**src/rtl/pic_pkg.sv**
```systemverilog
package pic_pkg;
  localparam int GRP_W = 3;
  localparam int SUB_W = 2;
  localparam int KEY_W = GRP_W + SUB_W;
  typedef logic [GRP_W-1:0] grp_t;
  typedef logic [SUB_W-1:0] sub_t;
endpackage

```
**src/rtl/pic_src_bank.sv**
```systemverilog
module pic_src_bank #(
  parameter int NUM_SRC = 96,
  parameter int NUM_VEC = 63,
  parameter int DATA_W  = 32,
  parameter int WSEL_W  = 2
) (
  input  logic               clk,
  input  logic               rst_n,
  input  logic [NUM_SRC-1:0] src_req_i,
  input  logic               clr_we_i,
  input  logic               en_we_i,
  input  logic [WSEL_W-1:0]  wsel_i,
  input  logic [DATA_W-1:0]  wdata_i,
  output logic [NUM_VEC-1:0] vec_pend_o
);
  logic [NUM_SRC-1:0] flag_q, flag_d;
  logic [NUM_SRC-1:0] en_q, en_d;
  logic [NUM_SRC-1:0] live;

  for (genvar s = 0; s < NUM_SRC; s++) begin : g_src
    localparam int WORD = s / DATA_W;
    localparam int BITP = s % DATA_W;
    logic word_hit;
    assign word_hit = (wsel_i == WSEL_W'(WORD));
    // new request wins over a simultaneous clear
    assign flag_d[s] = (flag_q[s] & ~(clr_we_i & word_hit & wdata_i[BITP])) | src_req_i[s];
    assign en_d[s]   = (en_we_i & word_hit) ? wdata_i[BITP] : en_q[s];
    assign live[s]   = flag_q[s] & en_q[s];
  end

  always_ff @(posedge clk or negedge rst_n) begin
    if (!rst_n) begin
      flag_q <= '0;
      en_q   <= '0;
    end else begin
      flag_q <= flag_d;
      en_q   <= en_d;
    end
  end

  // fold sources onto vectors: source s drives vector s mod NUM_VEC
  always_comb begin
    vec_pend_o = '0;
    for (int s = 0; s < NUM_SRC; s++) begin
      vec_pend_o[s % NUM_VEC] = vec_pend_o[s % NUM_VEC] | live[s];
    end
  end
endmodule

```
**src/rtl/pic_arbiter.sv**
```systemverilog
module pic_arbiter
  import pic_pkg::*;
#(
  parameter int NUM_VEC = 63,
  parameter int VEC_W   = 6
) (
  input  logic [NUM_VEC-1:0]            pend_i,
  input  logic [NUM_VEC-1:0][GRP_W-1:0] grp_i,
  input  logic [NUM_VEC-1:0][SUB_W-1:0] sub_i,
  output logic                          valid_o,
  output logic [VEC_W-1:0]              vec_o,
  output grp_t                          grp_o
);
  logic [KEY_W-1:0] best_key;
  logic [VEC_W-1:0] best_vec;
  logic             best_ok;

  // scan from the top index down; ">=" lets a lower index take a full tie
  always_comb begin
    best_key = '0;
    best_vec = '0;
    best_ok  = 1'b0;
    for (int v = NUM_VEC - 1; v >= 0; v--) begin
      if (pend_i[v] && (grp_i[v] != '0) && ({grp_i[v], sub_i[v]} >= best_key)) begin
        best_key = {grp_i[v], sub_i[v]};
        best_vec = VEC_W'(v);
        best_ok  = 1'b1;
      end
    end
  end

  assign valid_o = best_ok;
  assign vec_o   = best_vec;
  assign grp_o   = best_key[KEY_W-1:SUB_W];
endmodule

```
**src/rtl/pic_lvl_stack.sv**
```systemverilog
module pic_lvl_stack
  import pic_pkg::*;
(
  input  logic clk,
  input  logic rst_n,
  input  logic push_i,
  input  logic pop_i,
  input  grp_t push_lvl_i,
  output grp_t cur_lvl_o,
  output logic empty_o
);
  // levels only rise on push, so one slot per nonzero level suffices
  localparam int DEPTH = (1 << GRP_W) - 1;
  localparam int PTR_W = $clog2(DEPTH + 1);

  grp_t             mem_q [DEPTH];
  grp_t             cur_q, cur_d;
  logic [PTR_W-1:0] sp_q, sp_d;
  logic             wr_en;

  always_comb begin
    cur_d = cur_q;
    sp_d  = sp_q;
    wr_en = 1'b0;
    if (push_i) begin
      cur_d = push_lvl_i;
      if (sp_q < PTR_W'(DEPTH)) begin
        wr_en = 1'b1;
        sp_d  = sp_q + 1'b1;
      end
    end else if (pop_i) begin
      if (sp_q != '0) begin
        cur_d = mem_q[sp_q - 1'b1];
        sp_d  = sp_q - 1'b1;
      end else begin
        cur_d = '0;
      end
    end
  end

  always_ff @(posedge clk or negedge rst_n) begin
    if (!rst_n) begin
      cur_q <= '0;
      sp_q  <= '0;
      for (int i = 0; i < DEPTH; i++) mem_q[i] <= '0;
    end else begin
      cur_q <= cur_d;
      sp_q  <= sp_d;
      if (wr_en) mem_q[sp_q] <= cur_q;
    end
  end

  assign cur_lvl_o = cur_q;
  assign empty_o   = (sp_q == '0);
endmodule

```
**src/rtl/prio_irq_ctrl.sv**
```systemverilog
module prio_irq_ctrl
  import pic_pkg::*;
#(
  parameter int NUM_SRC = 96,
  parameter int NUM_VEC = 63,
  parameter int DATA_W  = 32,
  parameter int ADDR_W  = 8
) (
  input  logic                       clk,
  input  logic                       rst_n,
  input  logic [NUM_SRC-1:0]         src_req_i,
  input  logic                       cfg_we_i,
  input  logic [ADDR_W-1:0]          cfg_addr_i,
  input  logic [DATA_W-1:0]          cfg_wdata_i,
  input  logic                       irq_ack_i,
  input  logic                       irq_ret_i,
  output logic                       irq_o,
  output logic [$clog2(NUM_VEC)-1:0] irq_vec_o,
  output logic [GRP_W-1:0]           cur_pri_o
);
  localparam int VEC_W    = $clog2(NUM_VEC);
  localparam int NW       = (NUM_SRC + DATA_W - 1) / DATA_W;
  localparam int WSEL_W   = (NW > 1) ? $clog2(NW) : 1;
  localparam int CTRL_ADR = 'h00;
  localparam int CLR_BASE = 'h10;
  localparam int EN_BASE  = 'h20;
  localparam int PRI_BASE = 'h40;

  // ---------------- address decode ----------------
  logic              ctrl_we, clr_we, en_we, pri_we;
  logic [WSEL_W-1:0] wsel;
  logic [ADDR_W-1:0] pri_idx;

  always_comb begin
    ctrl_we = cfg_we_i && (cfg_addr_i == ADDR_W'(CTRL_ADR));
    clr_we  = cfg_we_i && (cfg_addr_i >= ADDR_W'(CLR_BASE)) && (cfg_addr_i < ADDR_W'(CLR_BASE + NW));
    en_we   = cfg_we_i && (cfg_addr_i >= ADDR_W'(EN_BASE))  && (cfg_addr_i < ADDR_W'(EN_BASE + NW));
    pri_we  = cfg_we_i && (cfg_addr_i >= ADDR_W'(PRI_BASE)) && (cfg_addr_i < ADDR_W'(PRI_BASE + NUM_VEC));
    pri_idx = cfg_addr_i - ADDR_W'(PRI_BASE);
    wsel    = clr_we ? WSEL_W'(cfg_addr_i - ADDR_W'(CLR_BASE)) : WSEL_W'(cfg_addr_i - ADDR_W'(EN_BASE));
  end

  // ---------------- configuration registers ----------------
  logic                          multi_q, multi_d;
  logic [NUM_VEC-1:0][GRP_W-1:0] grp_q, grp_d;
  logic [NUM_VEC-1:0][SUB_W-1:0] sub_q, sub_d;

  assign multi_d = ctrl_we ? cfg_wdata_i[0] : multi_q;

  for (genvar v = 0; v < NUM_VEC; v++) begin : g_vcfg
    logic hit;
    assign hit      = pri_we && (pri_idx == ADDR_W'(v));
    assign grp_d[v] = hit ? cfg_wdata_i[KEY_W-1:SUB_W] : grp_q[v];
    assign sub_d[v] = hit ? cfg_wdata_i[SUB_W-1:0]     : sub_q[v];
  end

  always_ff @(posedge clk or negedge rst_n) begin
    if (!rst_n) begin
      multi_q <= 1'b0;
      grp_q   <= '0;
      sub_q   <= '0;
    end else begin
      multi_q <= multi_d;
      grp_q   <= grp_d;
      sub_q   <= sub_d;
    end
  end

  // ---------------- sources, arbitration, level stack ----------------
  logic [NUM_VEC-1:0] vec_pend;
  logic               arb_valid;
  logic [VEC_W-1:0]   arb_vec;
  grp_t               arb_grp;
  grp_t               cur_lvl;
  logic               stk_empty;

  pic_src_bank #(
    .NUM_SRC(NUM_SRC), .NUM_VEC(NUM_VEC), .DATA_W(DATA_W), .WSEL_W(WSEL_W)
  ) src_i (
    .clk(clk), .rst_n(rst_n), .src_req_i(src_req_i),
    .clr_we_i(clr_we), .en_we_i(en_we), .wsel_i(wsel), .wdata_i(cfg_wdata_i),
    .vec_pend_o(vec_pend)
  );

  pic_arbiter #(.NUM_VEC(NUM_VEC), .VEC_W(VEC_W)) arb_i (
    .pend_i(vec_pend), .grp_i(grp_q), .sub_i(sub_q),
    .valid_o(arb_valid), .vec_o(arb_vec), .grp_o(arb_grp)
  );

  // ---------------- CPU-facing request registers ----------------
  logic             irq_q, irq_d;
  logic [VEC_W-1:0] vec_q, vec_d;
  grp_t             wgrp_q, wgrp_d;
  logic             take;

  assign take   = irq_ack_i && irq_q;
  assign irq_d  = take ? 1'b0 : (arb_valid && (arb_grp > cur_lvl));
  assign vec_d  = multi_q ? arb_vec : '0;
  assign wgrp_d = arb_grp;

  always_ff @(posedge clk or negedge rst_n) begin
    if (!rst_n) begin
      irq_q  <= 1'b0;
      vec_q  <= '0;
      wgrp_q <= '0;
    end else begin
      irq_q  <= irq_d;
      vec_q  <= vec_d;
      wgrp_q <= wgrp_d;
    end
  end

  pic_lvl_stack stk_i (
    .clk(clk), .rst_n(rst_n),
    .push_i(take), .pop_i(irq_ret_i && !take), .push_lvl_i(wgrp_q),
    .cur_lvl_o(cur_lvl), .empty_o(stk_empty)
  );

  assign irq_o     = irq_q;
  assign irq_vec_o = vec_q;
  assign cur_pri_o = cur_lvl;
endmodule

```
**config.mk**
```make
export PLATFORM = sky130hd
export DESIGN_NAME = prio_irq_ctrl
export DESIGN_NICKNAME = d
export VERILOG_FILES = /design/src/rtl/pic_pkg.sv /design/src/rtl/pic_src_bank.sv /design/src/rtl/pic_arbiter.sv /design/src/rtl/pic_lvl_stack.sv /design/src/rtl/prio_irq_ctrl.sv
export SDC_FILE = /design/constraint.sdc
export NUM_CORES = 2
export LEC_CHECK = 0
export BUFFER_PORTS_ARGS = -buffer_cell sky130_fd_sc_hd__buf_4
export CORE_ASPECT_RATIO = 0.7
export CORE_MARGIN = 2
export CORE_UTILIZATION = 55
export CTS_CLUSTER_SIZE = 16
export DETAILED_ROUTE_END_ITERATION = 8
export GPL_TIMING_DRIVEN = 0
export PLACE_DENSITY_LB_ADDON = 0.05
export SLEW_MARGIN = 20
export SYNTH_ARGS = -nofsm -noshare
export SYNTH_HDL_FRONTEND = slang
export SYNTH_SLANG_ARGS = --single-unit
export TNS_END_PERCENT = 50
```
**constraint.sdc**
```tcl
create_clock -name clk -period 208 [get_ports clk]
set_clock_uncertainty 0.15 [all_clocks]
set_input_delay 10.4 -clock clk [delete_from_list [all_inputs] [get_ports clk]]
set_output_delay 10.4 -clock clk [all_outputs]
set_load 0.05 [all_outputs]
```
==> results.cfg <==
[min_path]
whs_endpoint = src_i.flag_q[11]$_DFF_PN0_
hold_depth = 1
hold_class = reg -> reg
min-delay-start = src_i.flag_q[11]$_DFF_PN0_

[detailed_routing]
num_vias = 35000
wl_per_cell_um = 22.7
dr.pass1.iters = 8
drt_iter0_drc = 3448
drt-total-wl_um = 124000
drc = 0
ant_nets = 0
vias_per_cell = 6.42

[critical_path]
path_class = reg -> reg
cp-end-kind = flop
rr_worst_depth = 536
crit_path_top_delay_cell = a211oi_1
cp_max_fo = 10
max_stage_delay_ps = 890
cp_top_family = compound AO/OA/AOI/OAI gates
r2r_start = grp_q[186]$_DFFE_PN0P_
worstPathArrival_ps = 122330
crit_buf_inv = 30
crit_required_ps = 208320
reg2reg_slack_ps = 85990
rr_endpoint = irq_o$_DFF_PN0_
cpMostUsedCell = ha_1
cp-start-kind = flop

[clock_network]
cts_made_buffers = 58
htreeDepth = 2
clkSinkCount = 545
post-cts-setup-buffers = 0
root_buffer = clkbuf_16
cts_tree = done
cts-resized-gates = 0
clock_path_buffers = 3
clkTransAtPathRegs_ps = 70
hold_buffers = 0
clock_latency_ps = 650

[floorplanning]
start_util_pct = 55.5
ioPinCount = 151
fp.dieH_um = 226
coreArea_um2 = 69800
dieArea_um2 = 72700
die_w_um = 321
rows = 81

[synthesis]
yosysTopAreaCellShare_pct = 35.2
synth_seq_cells = 545
syn-num-nets = 4574
ys_top_cells_by_area = dfrtp_1 (35%), mux2_2 (11%), nand2_1 (5.2%)
synthFlopType = dfrtp_1
syn-instance-count = 4278
ys_seq_area_share_pct = 35.2
netlist_area_um2 = 38800
ys_async_sr_fraction_pct = 100
synth.distinct_cells = 136
synth_edf_count = 0
avgSynthCellArea_um2 = 9.06
yosysTopAreaCell = dfrtp_1
yosys_warnings = 0

[power_and_ir_drop]
swShare_pct = 40.0
p_leak_uw = 0.0194
powerDensity_nw_per_um2 = 10.0
combinationalPowerShare_pct = 46.3
seq_power_share_pct = 27.2
ir_drop_mv = 0.00625
p_int_uw = 260
finalPower_uw = 434
p_clk_share_pct = 26.4
switchingPower_uw = 174

[layout]
fillers = 6101
area_growth_syn_to_layout_pct = 11.6
layout-drive-gt1-share_pct = 18.0
final_cell_mix = dfrtp_1 (545), nand2_1 (539), mux2_2 (369)
fin_nets = 4786
layout_commonest_cell = dfrtp_1

[global_routing]
gr-total-overflow = 0
first_global_vias = 31500
grt_max_degree = 95
grt_pass1_wl_um = 189000
grt_usage_pct = 33.6
antenna_found_initial = 13

[timing]
period_share_pct = 58.7
hold_viol = 0
tns_ps = 0
finalSetupViolations = 0
hold_slack_ps = 330
fmax_mhz = 8.20
maxSlewViolCount = 0
period_needed_ps = 122010
rsz0062_at_grt = no
slew_headroom_pct = 15.3
tightest_slew_ps = 1270

[job]
maxCapViolations = 0

[placement]
post-dp-hpwl_um = 93500
port_buffers = 145
finalWeightedCongestion = 0.947

[outcome]
status = completed
[worst reg2reg max path: cells and delay by family (launching register included)]
kind / cells / cell delay, ps
DFF: 1 / 410
adders and majority gates: 74 / 21740
AOI/OAI and AO/OA: 224 / 53140
buffers and inverters: 30 / 5370
and+or+nand+nor: 174 / 29810
muxes: 34 / 11190
[power groups by stage]
stage / Sequential, uW / Combinational [uW] / Clock, uW
detailed placement: 120 / 196 / 0
CTS: 118 / 197 / 116
finish: 118 / 201 / 115
global placement: 120 / 193 / 0
global route: 119 / 224 / 120
floorplan: 119 / 149 / 0
[cell type report]
cell class	count	area, um^2	area share (%)
Clock inverter	31	420	0.971
Inverter	230	863	1.99
Antenna cell	1	2.50	0.00578
Clock buffer	76	1650	3.81
Tap cell	913	1140	2.64
Sequential cell	545	13600	31.5
Multi-Input combinational cell	3386	23800	54.9
Buffer	117	529	1.22
Timing Repair Buffer	152	1270	2.94
[cells in the mapped netlist, types with 10 or more instances]
cell type,count
inv_1,227
mux2_2,369
o211a_1,23
and2_1,51
o31a_1,40
a22o_1,25
and3_1,39
o21a_1,52
a31o_1,12
nor4_1,15
a221oi_1,17
nor2b_1,34
a211oi_1,38
o21ai_1,39
a21boi_1,10
o2111ai_1,26
a21boi_0,11
a21o_1,144
a2111oi_0,13
a31oi_1,58
dfrtp_1,545
nand4_1,30
a22oi_1,31
nor3_1,85
o221ai_1,12
o22ai_1,17
maj3_1,17
ha_1,155
a221o_1,16
nor2_1,278
nand2_1,539
a21oi_1,156
clkbuf_1,86
mux2i_1,57
o211ai_1,64
a211o_1,24
or2_2,33
o31ai_1,36
nand2b_1,80
o21ai_0,307
nand3_1,89
or3_1,29
buf_4,13
o311a_1,21
[how the worst max path moves through the flow]
stage,start,end,slack [ps],cells past startpoint
3_3_place_gp,grp_q[186]$_DFFE_PN0P_,irq_o$_DFF_PN0_,89330,533
2_1_floorplan,grp_q[186]$_DFFE_PN0P_,irq_o$_DFF_PN0_,106540,531
3_5_place_dp,grp_q[186]$_DFFE_PN0P_,irq_o$_DFF_PN0_,88630,534
5_1_grt,grp_q[186]$_DFFE_PN0P_,irq_o$_DFF_PN0_,75780,541
6_report,grp_q[186]$_DFFE_PN0P_,irq_o$_DFF_PN0_,85990,536
4_1_cts,grp_q[186]$_DFFE_PN0P_,irq_o$_DFF_PN0_,88060,536
[logic make-up after synthesis]
family	after synthesis	share of synthesized area, %
flops	545	35.2
buf+inv	347	3.57
mux	442	12.8
fa+ha+maj	174	5.50
simple gates	1379	16.8
xor+xnor	3	0.0678
compound gates	1388	26.0
[metrics by stage]
stage          utilization, %  instances  setup WS [ps]  instance area (um^2)
2_1_floorplan               -       4278         106540                 38800
3_3_place_gp             58.7       5336          89330                 41000
3_5_place_dp             59.0       5342          88630                 41200
4_1_cts                  62.0       5449          88060                 43300
5_1_grt                  62.0       5450          75780                 43300
6_report                 62.0       5451          85990                 43300
[state kept, by name, indices dropped and copies added (netlist names), 3 cells and up]
signal and flops:
src_i.en_q 96, stk_i.cur_lvl_o 3, irq_vec_o 6, src_i.flag_q 96, wgrp_q 3, stk_i.sp_q 3, grp_q 189, stk_i.mem_q 21
sub_q 126
[routing by layer]
metal	GRT usage (%)	part of all wire (%)
met5	0	0.068
met2	46.2	39
met1	52.5	49
met4	7.91	2.3
met3	7.84	9.1
Power figures use the tool's default switching activity.
